[src/rtl/fetch_pkg.sv]
package fetch_pkg;

    typedef enum logic [1:0] {
        ST_T0 = 2'd0,
        ST_T1 = 2'd1,
        ST_T2 = 2'd2
    } slot_e;

    typedef enum logic [1:0] {
        ALU_NOP  = 2'd0,
        ALU_ADD  = 2'd1,
        ALU_PASS1 = 2'd2,
        ALU_PASS2 = 2'd3
    } alu_op_e;

    // Source counts on each ALU input bus and their positions
    localparam int unsigned SRC1_N   = 1;
    localparam int unsigned SRC1_PC  = 0;
    localparam int unsigned SRC2_N   = 2;
    localparam int unsigned SRC2_ONE = 0;
    localparam int unsigned SRC2_MBR = 1;

    typedef struct packed {
        logic [SRC1_N-1:0] src1_en;
        logic [SRC2_N-1:0] src2_en;
        alu_op_e           op;
        logic              ld_mar;
        logic              ld_pc;
        logic              ld_ir;
        logic              rd_req;
        logic              done_set;
    } ctrl_t;

endpackage

[src/rtl/fetch_bus_mux.sv]
module fetch_bus_mux #(
    parameter int unsigned W = 32,
    parameter int unsigned N = 2
) (
    input  logic [N-1:0]        en,
    input  logic [N-1:0][W-1:0] src,
    output logic [W-1:0]        bus
);

    logic [N-1:0][W-1:0] masked;

    genvar gi;
    generate
        for (gi = 0; gi < N; gi++) begin : g_drv
            assign masked[gi] = en[gi] ? src[gi] : '0;
        end
    endgenerate

    always_comb begin
        bus = '0;
        for (int i = 0; i < N; i++) begin
            bus = bus | masked[i];
        end
    end

endmodule

[src/rtl/fetch_alu.sv]
module fetch_alu
    import fetch_pkg::*;
#(
    parameter int unsigned W = 32
) (
    input  alu_op_e      op,
    input  logic [W-1:0] a,
    input  logic [W-1:0] b,
    output logic [W-1:0] y
);

    always_comb begin
        case (op)
            ALU_ADD:   y = a + b;
            ALU_PASS1: y = a;
            ALU_PASS2: y = b;
            default:   y = '0;
        endcase
    end

endmodule

[src/rtl/fetch_sequencer.sv]
module fetch_sequencer
    import fetch_pkg::*;
(
    input  slot_e slot_q,
    input  logic  start,
    output slot_e slot_d,
    output ctrl_t ctrl
);

    always_comb begin
        ctrl   = '0;
        ctrl.op = ALU_NOP;
        slot_d = slot_q;
        case (slot_q)
            ST_T0: begin
                if (start) begin
                    ctrl.src1_en[SRC1_PC] = 1'b1;
                    ctrl.op               = ALU_PASS1;
                    ctrl.ld_mar           = 1'b1;
                    ctrl.rd_req           = 1'b1;
                    slot_d                = ST_T1;
                end
            end
            ST_T1: begin
                ctrl.src1_en[SRC1_PC]  = 1'b1;
                ctrl.src2_en[SRC2_ONE] = 1'b1;
                ctrl.op                = ALU_ADD;
                ctrl.ld_pc             = 1'b1;
                slot_d                 = ST_T2;
            end
            ST_T2: begin
                ctrl.src2_en[SRC2_MBR] = 1'b1;
                ctrl.op                = ALU_PASS2;
                ctrl.ld_ir             = 1'b1;
                ctrl.done_set          = 1'b1;
                slot_d                 = ST_T0;
            end
            default: begin
                slot_d = ST_T0;
            end
        endcase
    end

endmodule

[src/rtl/fetch_datapath.sv]
module fetch_datapath
    import fetch_pkg::*;
#(
    parameter int unsigned W = 32
) (
    input  logic         clk,
    input  logic         rst,
    input  logic         start,
    input  logic [W-1:0] mem_rdata,
    input  logic         mem_valid,
    output logic         mem_read,
    output logic [W-1:0] mem_addr,
    output logic         fetch_done,
    output logic [1:0]   state,
    output logic [W-1:0] pc,
    output logic [W-1:0] ir,
    output logic [W-1:0] mbr,
    output logic [W-1:0] bus1,
    output logic [W-1:0] bus2,
    output logic [W-1:0] bus3
);

    localparam logic [W-1:0] ONE = W'(1);

    typedef struct packed {
        slot_e        slot;
        logic [W-1:0] pc;
        logic [W-1:0] mar;
        logic [W-1:0] mbr;
        logic [W-1:0] ir;
        logic         done;
    } regs_t;

    localparam regs_t REGS_RST = '{slot: ST_T0, pc: '0, mar: '0, mbr: '0, ir: '0, done: 1'b0};

    regs_t r_q, r_d;
    slot_e slot_d;
    ctrl_t ctrl;

    logic [SRC1_N-1:0][W-1:0] src1;
    logic [SRC2_N-1:0][W-1:0] src2;
    logic [W-1:0]             b1, b2, b3;

    fetch_sequencer u_seq (
        .slot_q (r_q.slot),
        .start  (start),
        .slot_d (slot_d),
        .ctrl   (ctrl)
    );

    always_comb begin
        src1[SRC1_PC]  = r_q.pc;
        src2[SRC2_ONE] = ONE;
        src2[SRC2_MBR] = r_q.mbr;
    end

    fetch_bus_mux #(.W(W), .N(SRC1_N)) u_mux1 (
        .en  (ctrl.src1_en),
        .src (src1),
        .bus (b1)
    );

    fetch_bus_mux #(.W(W), .N(SRC2_N)) u_mux2 (
        .en  (ctrl.src2_en),
        .src (src2),
        .bus (b2)
    );

    fetch_alu #(.W(W)) u_alu (
        .op (ctrl.op),
        .a  (b1),
        .b  (b2),
        .y  (b3)
    );

    always_comb begin
        r_d      = r_q;
        r_d.slot = slot_d;
        r_d.done = ctrl.done_set;
        if (ctrl.ld_mar) r_d.mar = b3;
        if (ctrl.ld_pc)  r_d.pc  = b3;
        if (ctrl.ld_ir)  r_d.ir  = b3;
        if (mem_valid)   r_d.mbr = mem_rdata;
    end

    always_ff @(posedge clk) begin
        if (rst) r_q <= REGS_RST;
        else     r_q <= r_d;
    end

    assign mem_read   = ctrl.rd_req;
    assign mem_addr   = r_q.mar;
    assign fetch_done = r_q.done;
    assign state      = r_q.slot;
    assign pc         = r_q.pc;
    assign ir         = r_q.ir;
    assign mbr        = r_q.mbr;
    assign bus1       = b1;
    assign bus2       = b2;
    assign bus3       = b3;

endmodule

[config.mk]
export PLATFORM = sky130hd
export DESIGN_NAME = fetch_datapath
export DESIGN_NICKNAME = d
export VERILOG_FILES = /design/src/rtl/fetch_pkg.sv /design/src/rtl/fetch_bus_mux.sv /design/src/rtl/fetch_alu.sv /design/src/rtl/fetch_sequencer.sv /design/src/rtl/fetch_datapath.sv
export SDC_FILE = /design/constraint.sdc
export NUM_CORES = 1
export LEC_CHECK = 0
export BUFFER_PORTS_ARGS = -buffer_cell sky130_fd_sc_hd__buf_4
export CELL_PAD_IN_SITES_DETAIL_PLACEMENT = 0
export CELL_PAD_IN_SITES_GLOBAL_PLACEMENT = 2
export CORE_ASPECT_RATIO = 1.25
export CORE_MARGIN = 5
export CORE_UTILIZATION = 25
export CTS_BUF_LIST = sky130_fd_sc_hd__clkbuf_16
export CTS_CLUSTER_DIAMETER = 60
export CTS_CLUSTER_SIZE = 14
export DETAILED_ROUTE_END_ITERATION = 8
export PLACE_DENSITY_LB_ADDON = 0.12
export SLEW_MARGIN = 25
export SYNTH_ARGS = -nofsm -noshare
export SYNTH_HDL_FRONTEND = slang
export SYNTH_SLANG_ARGS = --single-unit
[constraint.sdc]
create_clock -name clk -period 3.8 [get_ports clk]
set_input_delay 0.38 -clock clk [delete_from_list [all_inputs] [get_ports clk]]
set_output_delay 0.38 -clock clk [all_outputs]
set_load 0.1 [all_outputs]
---- Word-level counts from Yosys, hierarchy flattened ----
Index checks and enable logic that the tools add are counted.
word-level totals
  flip-flop bits (word level) ............. 131
  memory bits (writable) .................. 0
  memories kept ........................... 0
  memory bits (read-only) ................. 0
  logic and storage cells ................. 29
  bits in latches ......................... 0
  input port bits ......................... 36
operators by class
  shift operators ......................... 0
  reduce and logical (&&, ||, !) cells .... 1
  bitwise logic cells ..................... 1
  multiplexer cells ....................... 14
  eq/ne operators ......................... 6
  divide/modulo/power cells ............... 0
  $mul .................................... 0
  add/sub/neg operators ................... 1
  $lt $le $gt $ge ......................... 0
operator list
  kind                                                             count
  32-bit one-hot mux with 3 select lines                           1
  32-bit two-way mux                                               2
  32-bit adder                                                     1
  32-bit bitwise OR                                                1
  2-bit == test, second input constant                             3
  1-bit two-way mux                                                6
  2-bit one-hot mux with 3 select lines                            1
  2-bit by 1-bit == test with 1-bit output, second input constant  2
  2-bit one-hot mux with 2 select lines                            1
  3-bit two-way mux                                                1
  2-bit logical NOT                                                1
  2-bit two-way mux                                                1
  2-bit != test, second input constant                             1
  1-bit one-hot mux with 2 select lines                            1

---- Logic depth before layout (Yosys ltp) ----
  word-level depth ........................ 6
  depth in mapped cells ................... 18

---- By module ----
From an unflattened synthesis, not the netlist that was laid out.
second synthesis, totals
  cell total of the unflattened synthesis .. 856
  area total of the unflattened synthesis .. 7895.1 µm²
modules (own cells, without submodules)
  module                  cells an instance  times used  area an instance (µm²)
  fetch_datapath          423                1           4830.9
  fetch_alu               345                1           2334.7
  fetch_bus_mux (u_mux2)  38                 1           350.3
  fetch_bus_mux (u_mux1)  35                 1           255.2
  fetch_sequencer         15                 1           123.9

---- Least setup slack after synthesis ----
Ideal clock, no wire load.
  path type ............................... reg-to-output
  from .................................... reg r_q, in the netlist state[0]
  to ...................................... out bus3[29]
  cell stages (with the launch flop) ...... 16
  data arrival time ....................... 6.535 ns
  path slack .............................. -3.115 ns
  required time ........................... 3.420 ns
  cell sequence ........................... dfxtp_1 ha_1 clkbuf_1 nor2_1 clkbuf_1 nor2b_1 ha_1 a21o_1 a31oi_4 a2bb2oi_4 nand4_4 a221oi_4 o31ai_1 a21oi_1 xor2_1 o21ai_1
on the way
  elaborated cells on any way between the ends .. 16
  classes of those cells .................. add/sub (1); eq/ne (5); mux (8); bitwise (1); reduce/logical (1)
RTL lines
  element                                                                               RTL line               text
  start, declared                                                                       fetch_datapath.sv:36   regs_t r_q, r_d;
  start signal, assigned                                                                fetch_datapath.sv:88   else r_q <= r_d;
  2-bit by 1-bit == test with 1-bit output / 2-bit logical NOT (equally long branches)  fetch_sequencer.sv:14  case (slot_q)
  1-bit one-hot mux with 2 select lines (*)                                             fetch_sequencer.sv:14
  32-bit two-way mux (*)                                                                fetch_bus_mux.sv:15    assign masked[gi] = en[gi] ? src[gi] : '0;
  via bus1[8]                                                                           fetch_datapath.sv:18   output logic [W-1:0] bus1,
  32-bit adder (*)                                                                      fetch_alu.sv:14        ALU_ADD: y = a + b;
  32-bit one-hot mux with 3 select lines (*)                                            fetch_alu.sv:13        case (op)
  end, declared                                                                         fetch_datapath.sv:20   output logic [W-1:0] bus3
Mark *: on every way through the listed nets, which the timed path passes. The rest lies on a longest branch.

---- Worst setup path after layout ----
  from .................................... reg r_q, in the netlist state[0]
  to ...................................... out bus3[25]
on the way
  word-level cells in the longest chain between the ends .. 6
  elaborated cells on any way between the ends .. 16
  classes of those cells .................. add/sub (1); eq/ne (5); mux (8); bitwise (1); reduce/logical (1)
RTL lines
  element                                                                           RTL line               text
  2-bit by 1-bit == test with 1-bit output / 2-bit == test (equally long branches)  fetch_sequencer.sv:14
  1-bit two-way mux                                                                 fetch_sequencer.sv:14
  1-bit two-way mux / 32-bit two-way mux (equally long branches)                    fetch_bus_mux.sv:15
  32-bit bitwise OR                                                                 fetch_bus_mux.sv:22    bus = bus | masked[i];
  32-bit adder                                                                      fetch_alu.sv:14
  32-bit one-hot mux with 3 select lines (*)                                        fetch_alu.sv:13
Every way passes the cells marked *; elsewhere a longest branch is shown, timed or not.

==> results.ini <==
[layout]
area_growth_pct = 89.82
mostFrequentLayoutCells = 453 x buf_4, 114 x dfxtp_1, 93 x nor2_1, 90 x nand2_1, 58 x mux2i_1
postLayoutCellArea_sq_um = 13720
layout.nets = 1431
layout-drive-gt1-share = 0.5521
mostFrequentLayoutCell = buf_4
antenna_cells = 0
final_cells = 1728

[clock_tree]
ctsLongestPathBuffers = 2
cts_root_buf = clkbuf_16
htreeDepth = 4
cts_hold_buf = 0
clk_pin_slew_ns = 0.06
cts_tree = yes
cts_buffers = 17
clkLatencyLatePin_ns = 0.43
cts_sinks = 131

[synth]
synth_edf_count = 0
synth_largest_area_cell = dfxtp_1
syn_area_sq_um = 7229
syn_inst = 888
synth.ff_latch_count = 131
async_reset_ff_frac = 0
yosysTopAreaCellShare = 0.3628
synth_ff_type = dfxtp_1
syn-num-nets = 959
ys.warnings.count = 0
yosysUniqueCellTypes = 57
ys_seq_area_frac = 0.3628
syn_area_per_cell_sq_um = 8.141
synth_top_cells_by_area = dfxtp_1 36%, mux2i_1 8.2%, nor2_1 6.3%

[worst_setup_path]
cpMaxStageDelayCell = dfxtp_4
crit_fanout = 8
slowest_delay_ns = 0.36
path_common_cell = buf_12
critPathKind = flop to output port
start_kind = flop
r2r-start = state[0]
startpoint = state[0]
cp.arrival_ns = 3.93
crit_path_end_kind = output port
crit_chain = inv_4, ha_4, nand2_8, inv_8, nor2_4, buf_12, buf_12, nor2b_4, ha_4, a21o_1, a31oi_4, a2bb2oi_4, nand4_4, a221oi_4, buf_6, o21bai_1, xor2_1, a221oi_2, buf_4, nor2_4, buf_12
critical_path.top_delay_family = compound AO/OA/AOI/OAI gates
path_buf_inv = 7
required_ns = 3.42

[die]
ios = 264
fp.dieArea_sq_um = 32440
die_h_um = 200.1
initial_core_util = 0.2538
die-width_um = 162.1
core-area_sq_um = 28490
rows = 69

[power_and_ir_drop]
clockPowerShare = 0.384
combPwrFrac = 0.271
peakVddDrop_mv = 0.2554
power_w = 0.004165
seqPwrFrac = 0.345
switchingPower_w = 0.001510
netSwitchingFraction = 0.3625
power.internal_w = 0.002655
p_leak_nw = 6.109
powerDensity_nw_per_um2 = 303.5

[sta]
clock-skew-final_ns = 0.007994
hold_viol = 0
setup_viol = 24
holdWs_ns = 0.1833
timing.final.crit_share = 1.135
drv_slew = 0
rsz0062_at_grt = yes
fin_crit_ns = 4.314
worst_slack_ns = -0.5142
relSlewSlack = 0.4663
max_freq_mhz = 231.8
max_slew.worst_pin.slew_ns = 0.7976

[route]
drt-pass1-iter-count = 5
wl_mm = 34.48
vias_per_cell = 4.727
wl_per_cell_um = 19.95
num_vias = 8168
drtIter0Drc = 251
drc = 0
ant_nets = 0

[global_routing]
grt_max_degree = 55
grt_pass1_wl_mm = 51.93
track_usage = 0.2076
overflow = 0
grt_pass1_vias = 8652
antenna_found_initial = 0

[job]
drv_cap = 0

[worst_hold_path]
worstHoldPathType = primary input to flop
worstHoldStart = mem_rdata[5]

[placed_design]
port_buffers = 263
placed_area_sq_um = 11930
dp_slack_ns = -0.2018
finalWeightedCongestion = 0.8857
dp.final_hpwl_mm = 26.88
place_inst = 1649

[status]
violations = setup timing
status = finished, violations left

-- metrics by stage --
stage | TNS [ns] | util
global placement | -0.8049 | 0.4188
detailed placement | -1.557 | 0.4188
CTS | -7.762 | 0.4713
global route | -10.89 | 0.4817
finish | -6.894 | 0.4817
floorplan | -11.74 | -
-- Yosys cell counts, drive strengths merged, types with 5 or more instances --
master and instances:
dfxtp 131, nor2 121, nand2 99, a21oi 73, o21ai 69, mux2i 59
clkbuf 36, nor2b 36, ha 34, and2 30, a21o 24, inv 20
a221oi 16, xnor2 14, buf 13, nor3 12, xor2 11, a211oi 10
nand4 9, o21a 8, o21bai 8, a31oi 6, nand3 6, a22o 5
-- metal layers --
| layer | share of wire | track usage | vias to the layer above |
|---|---|---|---|
| met1 | 0.37 | 0.2150 | 3868 |
| met3 | 0.049 | 0.05099 | 43 |
| met5 | 0 | 0 | - |
| li1 | - | - | 4054 |
| met4 | 0.036 | 0.08885 | 0 |
| met2 | 0.55 | 0.3923 | 203 |
-- cells by family after synthesis --
kind of cell / share of synthesized area
AO/OA/AOI/OAI: 0.2174
XOR/XNOR: 0.03029
adder cells (fa/ha/maj): 0.06161
buffers and inverters: 0.03617
flip-flops: 0.3628
multiplexers: 0.08532
AND/OR/NAND/NOR: 0.2065
-- path summary, 6_finish.rpt --
check / end / slack [ns] / cells after the start
max: bus3[25] / -0.51 / 21
min: mbr[5] / 0.18 / 3
max reg2reg: mem_addr[27] / 0.04 / 23
min reg2reg: ir[25] / 0.45 / 2
-- tightest hold or removal path, stage by stage --
cell,delay [ns]
buf_4,0.07
mux2i_1,0.05
nor2_1,0.07
-- state kept, by name, summed over array words and instances (netlist names) --
signal / count
ir: 32
mbr: 32
mem_addr: 32
pc: 32
state: 2
fetch_done: 1
-- power groups by stage --
stage / logic (W) / registers (W) / clock network [W]
final: 0.00113 / 0.00144 / 0.00160
after global routing: 0.00118 / 0.00144 / 0.00171
after CTS: 0.00113 / 0.00144 / 0.00165
after detailed placement: 0.00105 / 0.00147 / 0
after global placement: 0.00104 / 0.00147 / 0
after floorplan: 0.000498 / 0.00169 / 0
-- final cells by class --
| cell class | count | area (sq um) |
|---|---|---|
| Sequential cell | 131 | 2649 |
| Inverter | 20 | 91.34 |
| Fill cell | 2842 | 14770 |
| Clock buffer | 17 | 425.4 |
| Multi-Input combinational cell | 688 | 5715 |
| Clock inverter | 15 | 131.4 |
| Timing Repair Buffer | 502 | 4267 |
| Tap cell | 355 | 444.2 |
-- what timing repair did --
item,4_1_cts,5_1_grt
cloned,1,0
pin swaps,50,50
gates resized for setup,135,34
buffers inserted,35,15
setup endpoints to repair,27,30
(Power assumes the default switching activity.)
